## config.mk

```make
export PLATFORM = sky130hd
export DESIGN_NAME = sdram_bank_sched
export DESIGN_NICKNAME = d
export VERILOG_FILES = /design/src/rtl/sdram_bank_pkg.sv /design/src/rtl/sdram_bank_table.sv /design/src/rtl/sdram_refresh_timer.sv /design/src/rtl/sdram_bank_sched.sv
export SDC_FILE = /design/constraint.sdc
export NUM_CORES = 1
export LEC_CHECK = 0
export ABC_AREA = 1
export BUFFER_PORTS_ARGS = -buffer_cell sky130_fd_sc_hd__clkbuf_2
export CAP_MARGIN = 15
export CORE_UTILIZATION = 25
export DETAILED_ROUTE_END_ITERATION = 8
export PLACE_DENSITY = 0.5
export SYNTH_ARGS = -nofsm -noshare
export SYNTH_HDL_FRONTEND = slang
export SYNTH_HIERARCHICAL = 1
export SYNTH_SLANG_ARGS = --single-unit
```

## constraint.sdc

```tcl
create_clock -name clk -period 3.47 [get_ports clk]
set_clock_uncertainty 0.05 [all_clocks]
set_input_delay 0.1735 -clock clk [delete_from_list [all_inputs] [get_ports clk]]
set_output_delay 0.1735 -clock clk [all_outputs]
set_load 0.02 [all_outputs]
```

## src/rtl/sdram_bank_pkg.sv

```systemverilog
package sdram_bank_pkg;

    typedef enum logic [2:0] {
        CMD_NOP   = 3'd0,
        CMD_ACT   = 3'd1,
        CMD_READ  = 3'd2,
        CMD_WRITE = 3'd3,
        CMD_PRE   = 3'd4,
        CMD_PREA  = 3'd5,
        CMD_REF   = 3'd6
    } cmd_e;

    typedef enum logic [2:0] {
        ST_IDLE      = 3'd0,
        ST_PRE_WAIT  = 3'd1,
        ST_ACT_WAIT  = 3'd2,
        ST_REFP_WAIT = 3'd3,
        ST_REF_WAIT  = 3'd4
    } state_e;

endpackage

```

## src/rtl/sdram_bank_table.sv

```systemverilog
module sdram_bank_table #(
    parameter int NUM_BANKS = 4,
    parameter int ROW_W     = 13,
    parameter int BANK_W    = 2
) (
    input  logic                              clk,
    input  logic                              rst_n,
    input  logic                              open_en,
    input  logic                              close_en,
    input  logic                              close_all,
    input  logic [BANK_W-1:0]                 sel_bank,
    input  logic [ROW_W-1:0]                  new_row,
    output logic [NUM_BANKS-1:0]              bank_open,
    output logic [NUM_BANKS-1:0][ROW_W-1:0]   bank_row
);

    for (genvar g = 0; g < NUM_BANKS; g++) begin : g_bank
        logic             open_d, open_q;
        logic [ROW_W-1:0] row_d, row_q;
        logic             hit_sel;

        assign hit_sel = (sel_bank == BANK_W'(g));

        always_comb begin
            open_d = open_q;
            row_d  = row_q;
            if (close_all || (close_en && hit_sel)) begin
                open_d = 1'b0;
            end else if (open_en && hit_sel) begin
                open_d = 1'b1;
                row_d  = new_row;
            end
        end

        always_ff @(posedge clk) begin
            if (!rst_n) begin
                open_q <= 1'b0;
                row_q  <= '0;
            end else begin
                open_q <= open_d;
                row_q  <= row_d;
            end
        end

        assign bank_open[g] = open_q;
        assign bank_row[g]  = row_q;
    end

endmodule

```

## src/rtl/sdram_refresh_timer.sv

```systemverilog
module sdram_refresh_timer #(
    parameter int REF_PERIOD = 780
) (
    input  logic clk,
    input  logic rst_n,
    input  logic clear,
    output logic pending
);

    localparam int CNT_W = (REF_PERIOD > 2) ? $clog2(REF_PERIOD) : 1;
    localparam logic [CNT_W-1:0] LAST = CNT_W'(REF_PERIOD - 1);

    logic [CNT_W-1:0] cnt_d, cnt_q;
    logic             pend_d, pend_q;

    always_comb begin
        cnt_d  = cnt_q + CNT_W'(1);
        pend_d = pend_q;
        if (clear) begin
            pend_d = 1'b0;
        end
        if (cnt_q == LAST) begin
            cnt_d  = '0;
            pend_d = 1'b1;
        end
    end

    always_ff @(posedge clk) begin
        if (!rst_n) begin
            cnt_q  <= '0;
            pend_q <= 1'b0;
        end else begin
            cnt_q  <= cnt_d;
            pend_q <= pend_d;
        end
    end

    assign pending = pend_q;

endmodule

```

## src/rtl/sdram_bank_sched.sv

```systemverilog
module sdram_bank_sched
    import sdram_bank_pkg::*;
#(
    parameter int NUM_BANKS  = 4,
    parameter int ROW_W      = 13,
    parameter int COL_W      = 10,
    parameter int T_RCD      = 2,
    parameter int T_RP       = 2,
    parameter int T_RFC      = 7,
    parameter int REF_PERIOD = 780,
    localparam int BANK_W    = (NUM_BANKS > 1) ? $clog2(NUM_BANKS) : 1,
    localparam int ADDR_W    = (ROW_W > COL_W) ? ROW_W : COL_W
) (
    input  logic              clk,
    input  logic              rst_n,
    input  logic              req_valid,
    output logic              req_ready,
    input  logic              req_write,
    input  logic [BANK_W-1:0] req_bank,
    input  logic [ROW_W-1:0]  req_row,
    input  logic [COL_W-1:0]  req_col,
    output logic [2:0]        cmd,
    output logic [BANK_W-1:0] cmd_bank,
    output logic [ADDR_W-1:0] cmd_addr
);

    localparam int WAIT_MAX = (T_RFC > T_RP) ? ((T_RFC > T_RCD) ? T_RFC : T_RCD)
                                             : ((T_RP > T_RCD) ? T_RP : T_RCD);
    localparam int CNT_W    = $clog2(WAIT_MAX + 1);

    typedef struct packed {
        state_e              st;
        logic [CNT_W-1:0]    cnt;
        logic                wr;
        logic [BANK_W-1:0]   bank;
        logic [ROW_W-1:0]    row;
        logic [COL_W-1:0]    col;
        cmd_e                cmd;
        logic [BANK_W-1:0]   cbank;
        logic [ADDR_W-1:0]   caddr;
    } ctl_t;

    ctl_t ctl_d, ctl_q;

    logic                            ref_pend, ref_clear;
    logic                            tbl_open, tbl_close, tbl_close_all;
    logic [BANK_W-1:0]               tbl_bank;
    logic [ROW_W-1:0]                tbl_row;
    logic [NUM_BANKS-1:0]            bank_open;
    logic [NUM_BANKS-1:0][ROW_W-1:0] bank_row;
    logic                            req_bank_open, req_hit;

    sdram_bank_table #(
        .NUM_BANKS (NUM_BANKS),
        .ROW_W     (ROW_W),
        .BANK_W    (BANK_W)
    ) u_table (
        .clk       (clk),
        .rst_n     (rst_n),
        .open_en   (tbl_open),
        .close_en  (tbl_close),
        .close_all (tbl_close_all),
        .sel_bank  (tbl_bank),
        .new_row   (tbl_row),
        .bank_open (bank_open),
        .bank_row  (bank_row)
    );

    sdram_refresh_timer #(
        .REF_PERIOD (REF_PERIOD)
    ) u_refresh (
        .clk     (clk),
        .rst_n   (rst_n),
        .clear   (ref_clear),
        .pending (ref_pend)
    );

    assign req_bank_open = bank_open[req_bank];
    assign req_hit       = req_bank_open && (bank_row[req_bank] == req_row);
    assign req_ready     = (ctl_q.st == ST_IDLE) && !ref_pend;

    always_comb begin
        ctl_d         = ctl_q;
        ctl_d.cmd     = CMD_NOP;
        ctl_d.cbank   = '0;
        ctl_d.caddr   = '0;
        tbl_open      = 1'b0;
        tbl_close     = 1'b0;
        tbl_close_all = 1'b0;
        tbl_bank      = ctl_q.bank;
        tbl_row       = ctl_q.row;
        ref_clear     = 1'b0;

        unique case (ctl_q.st)
            ST_IDLE: begin
                if (ref_pend) begin
                    ctl_d.cmd     = CMD_PREA;
                    tbl_close_all = 1'b1;
                    ctl_d.st      = ST_REFP_WAIT;
                    ctl_d.cnt     = CNT_W'(T_RP - 1);
                end else if (req_valid) begin
                    ctl_d.wr    = req_write;
                    ctl_d.bank  = req_bank;
                    ctl_d.row   = req_row;
                    ctl_d.col   = req_col;
                    ctl_d.cbank = req_bank;
                    tbl_bank    = req_bank;
                    tbl_row     = req_row;
                    if (req_hit) begin
                        ctl_d.cmd   = req_write ? CMD_WRITE : CMD_READ;
                        ctl_d.caddr = ADDR_W'(req_col);
                    end else if (req_bank_open) begin
                        ctl_d.cmd = CMD_PRE;
                        tbl_close = 1'b1;
                        ctl_d.st  = ST_PRE_WAIT;
                        ctl_d.cnt = CNT_W'(T_RP - 1);
                    end else begin
                        ctl_d.cmd   = CMD_ACT;
                        ctl_d.caddr = ADDR_W'(req_row);
                        tbl_open    = 1'b1;
                        ctl_d.st    = ST_ACT_WAIT;
                        ctl_d.cnt   = CNT_W'(T_RCD - 1);
                    end
                end
            end
            ST_PRE_WAIT: begin
                if (ctl_q.cnt == '0) begin
                    ctl_d.cmd   = CMD_ACT;
                    ctl_d.cbank = ctl_q.bank;
                    ctl_d.caddr = ADDR_W'(ctl_q.row);
                    tbl_open    = 1'b1;
                    ctl_d.st    = ST_ACT_WAIT;
                    ctl_d.cnt   = CNT_W'(T_RCD - 1);
                end else begin
                    ctl_d.cnt = ctl_q.cnt - CNT_W'(1);
                end
            end
            ST_ACT_WAIT: begin
                if (ctl_q.cnt == '0) begin
                    ctl_d.cmd   = ctl_q.wr ? CMD_WRITE : CMD_READ;
                    ctl_d.cbank = ctl_q.bank;
                    ctl_d.caddr = ADDR_W'(ctl_q.col);
                    ctl_d.st    = ST_IDLE;
                end else begin
                    ctl_d.cnt = ctl_q.cnt - CNT_W'(1);
                end
            end
            ST_REFP_WAIT: begin
                if (ctl_q.cnt == '0) begin
                    ctl_d.cmd = CMD_REF;
                    ref_clear = 1'b1;
                    ctl_d.st  = ST_REF_WAIT;
                    ctl_d.cnt = CNT_W'(T_RFC - 1);
                end else begin
                    ctl_d.cnt = ctl_q.cnt - CNT_W'(1);
                end
            end
            ST_REF_WAIT: begin
                if (ctl_q.cnt == '0) begin
                    ctl_d.st = ST_IDLE;
                end else begin
                    ctl_d.cnt = ctl_q.cnt - CNT_W'(1);
                end
            end
            default: ctl_d.st = ST_IDLE;
        endcase
    end

    always_ff @(posedge clk) begin
        if (!rst_n) begin
            ctl_q <= '0;
        end else begin
            ctl_q <= ctl_d;
        end
    end

    assign cmd      = ctl_q.cmd;
    assign cmd_bank = ctl_q.cbank;
    assign cmd_addr = ctl_q.caddr;

endmodule

```

==> flow_summary.toml <==
[floorplanning]
fp-row-count = 56
boundaryPins = 48
die_area_mm2 = 0.02458
core_mm2 = 0.02347
start_util_pct = 25.51
die_y_um = 156.8
die_w_um = 156.8

[drt]
drtPass1Iterations = 5
viasPerCell = 4.203
drt_iter0_drc = 224
num_vias = 5287
post_drt_wl_per_cell_um = 12.16
drc = 0
antenna_left = 0
drt-total-wl_um = 15300

[cts]
clk_pin_slew_ns = 0.06
htreeDepth = 4
postCtsHoldBufs = 12
cts_tree = "built"
cts.sink_count = 117
cts_resized = 0
clk_path_buf_depth = 2
clk_latency_ns = 0.42
cts_buffers = 17
cts_setup_buffers = 0
root_buffer = "clkbuf_16"

[timing]
finalWorstPathRequiredPeriod_ns = 2.976
finalSetupViolations = 0
tightest_slew_ns = 0.7230
holdWs_ns = 0.01620
grt_setup_unrepaired = "no"
finalMaxSlewViolations = 0
max_freq_mhz = 336.0
setup_tns_ns = 0
final_hold_viol_count = 0
slew_headroom_pct = 51.75
timing.final.crit_share_pct = 85.77

[setup_path]
critPathRequiredTime_ns = 3.73
reg2reg_depth = 13
r2r-end = "u_table/g_bank[0].row_q[12]$_SDFFE_PN0P_"
worstPathMaxFanout = 30
reg2reg_slack_ns = 0.49
worstSetupEndpointType = "register"
reg2reg_from = "ctl_q[49]$_SDFFE_PN0P_"
cp-start-kind = "register"
crit_type = "reg -> reg"
crit_arrival_ns = 3.24

[layout]
final_common_cell = "nand2_1"
multi_input_comb_area_mm2 = 0.002831
stdcell_area_mm2 = 0.006935
diodes = 0
final_cell_mix = "nand2_1, nor2_1, dfxtp_1"
fillers = 2563
register_area_mm2 = 0.002342
utilization_pct = 29.55
num-nets-final = 961
areaGrowthSynthToFinish_pct = 15.82
drive_gt1_share_pct = 13.31

[placed_design]
post_dp_cell_area_mm2 = 0.006259
gp_congestion = 0.8135
numPortBuffers = 47
hpwl_um = 10220

[min_path]
hp-start = "req_row[12]"
hold_path_end = "cmd_addr[12]$_SDFF_PN0_"
hold_class = "in -> reg"
hold_depth = 3

[grt]
antenna_found_initial = 0
overflow = 0
grt_pass1_wl_um = 25190
grt_max_degree = 42
grt_usage_pct = 13.28
grt_pass1_vias = 4915

[yosys]
synth_area_mm2 = 0.005988
async_reset_ff_share_pct = 0
synth_cell_types = 34
avgSynthCellArea_um2 = 6.661
synth_edf_count = 0
yosysWarnings = 6
synth_cells = 899
synth_seq_cells = 117
seq_area_frac_synth_pct = 39.11
syn-num-nets = 932
synth_ff_type = "dfxtp_1"

[power]
combPwrFrac_pct = 22.9
power.share.switching_pct = 31.98
p_leak_uw = 0.003193
switching_power_uw = 1355
seq_power_share_pct = 37.4
clkPwrFrac_pct = 39.7
vdd_ir_drop_max_mv = 0.3899
p_int_uw = 2883
power.density_mw_per_mm2 = 611.0

[job]
cap_violations = 0

[outcome]
run_status = "completed"
[worst max-delay path: stages, from the launching register on]
cell and delay, ns:
dfxtp_1 0.42, nor2_1 0.08, nand2_1 0.21, nor2_2 0.10, inv_2 0.09, nor2_4 0.04, inv_2 0.41, nor2_1 0.09
inv_1 0.11, nand2_1 0.14, nor2_1 0.21, nand4_2 0.57, nor2_1 0.28, nor2_1 0.07
[cells in the mapped netlist (5+ instances only)]
master | count | share of area, %
nand3_1 | 56 | 4.7
nand3b_1 | 9 | 1.1
nor2_2 | 8 | 0.84
inv_2 | 6 | 0.38
buf_6 | 10 | 1.9
a22oi_1 | 13 | 1.6
o21ai_0 | 20 | 1.7
dfxtp_1 | 117 | 39
buf_2 | 9 | 0.75
nand3_2 | 5 | 0.84
nand2_1 | 256 | 16
nor2_1 | 172 | 11
buf_4 | 26 | 3.3
a21oi_1 | 29 | 2.4
or2_2 | 12 | 1.3
a31oi_1 | 10 | 1.0
inv_1 | 95 | 6.0
xor2_1 | 5 | 0.73
clkbuf_1 | 10 | 0.63
[metal layers]
metal  wire length [um]  global-route usage, %
met4                206                  4.715
met1               7595                  17.12
met3                604                  3.046
met5                  0                      0
met2               6892                  21.52
[worst max-delay path by stage]
stage / from / endpoint / slack (ns)
final: ctl_q[49]$_SDFFE_PN0P_ / u_table/g_bank[0].row_q[12]$_SDFFE_PN0P_ / 0.49
after global routing: ctl_q[49]$_SDFFE_PN0P_ / u_table/g_bank[0].row_q[10]$_SDFFE_PN0P_ / 0.09
after CTS: ctl_q[49]$_SDFFE_PN0P_ / u_table/g_bank[0].row_q[12]$_SDFFE_PN0P_ / 0.45
after detailed placement: req_bank[0] / u_table/g_bank[0].row_q[12]$_SDFFE_PN0P_ / 0.43
after global placement: req_bank[0] / u_table/g_bank[0].row_q[6]$_SDFFE_PN0P_ / 0.45
after floorplan: ctl_q[48]$_SDFFE_PN0P_ / u_table/g_bank[0].row_q[3]$_SDFFE_PN0P_ / 0.63
[flip-flops by register name, indices dropped and copies added (netlist names)]
register and cells:
u_table/g_bank.row_q 52, ctl_q 32, cmd_addr 13, u_refresh/cnt_q 10, u_table/g_bank.open_q 4, cmd 3, cmd_bank 2, u_refresh/pending 1
[per-stage QoR]
| stage | std cells | total power (uW) | setup WS, ns |
|---|---|---|---|
| after detailed placement | 1216 | 2577 | 0.4284 |
| after global routing | 1258 | 4516 | 0.09449 |
| final | 1258 | 4238 | 0.4937 |
| after CTS | 1258 | 4295 | 0.4509 |
| after global placement | 1216 | 2571 | 0.4510 |
| after floorplan | 899 | 2371 | 0.6320 |
[cells by family (layout without fill, tap and decap cells)]
kind of cell,after synthesis,count (layout),synth area share [%]
XOR/XNOR,6,6,0.8776
flip-flops,117,117,39.11
adder cells (fa/ha/maj),4,4,0.8358
AO/OA/AOI/OAI,82,82,8.024
buffers and inverters,160,200,13.60
AND/OR/NAND/NOR,530,530,37.55
[area by class of cell]
class	instances	area share, %
Timing Repair Buffer	68	6.098
Clock inverter	9	1.533
Tap cell	319	5.755
Sequential cell	117	33.77
Clock buffer	21	6.495
Inverter	102	5.520
Multi-Input combinational cell	622	40.83
[power groups by stage]
stage | clock (uW) | sequential, uW | combinational, uW
2_1_floorplan | 0 | 1590 | 776
3_3_place_gp | 0 | 1610 | 958
3_5_place_dp | 0 | 1610 | 964
4_1_cts | 1730 | 1590 | 980
5_1_grt | 1780 | 1610 | 1120
6_report | 1680 | 1590 | 971
(Power assumes the default switching activity.)
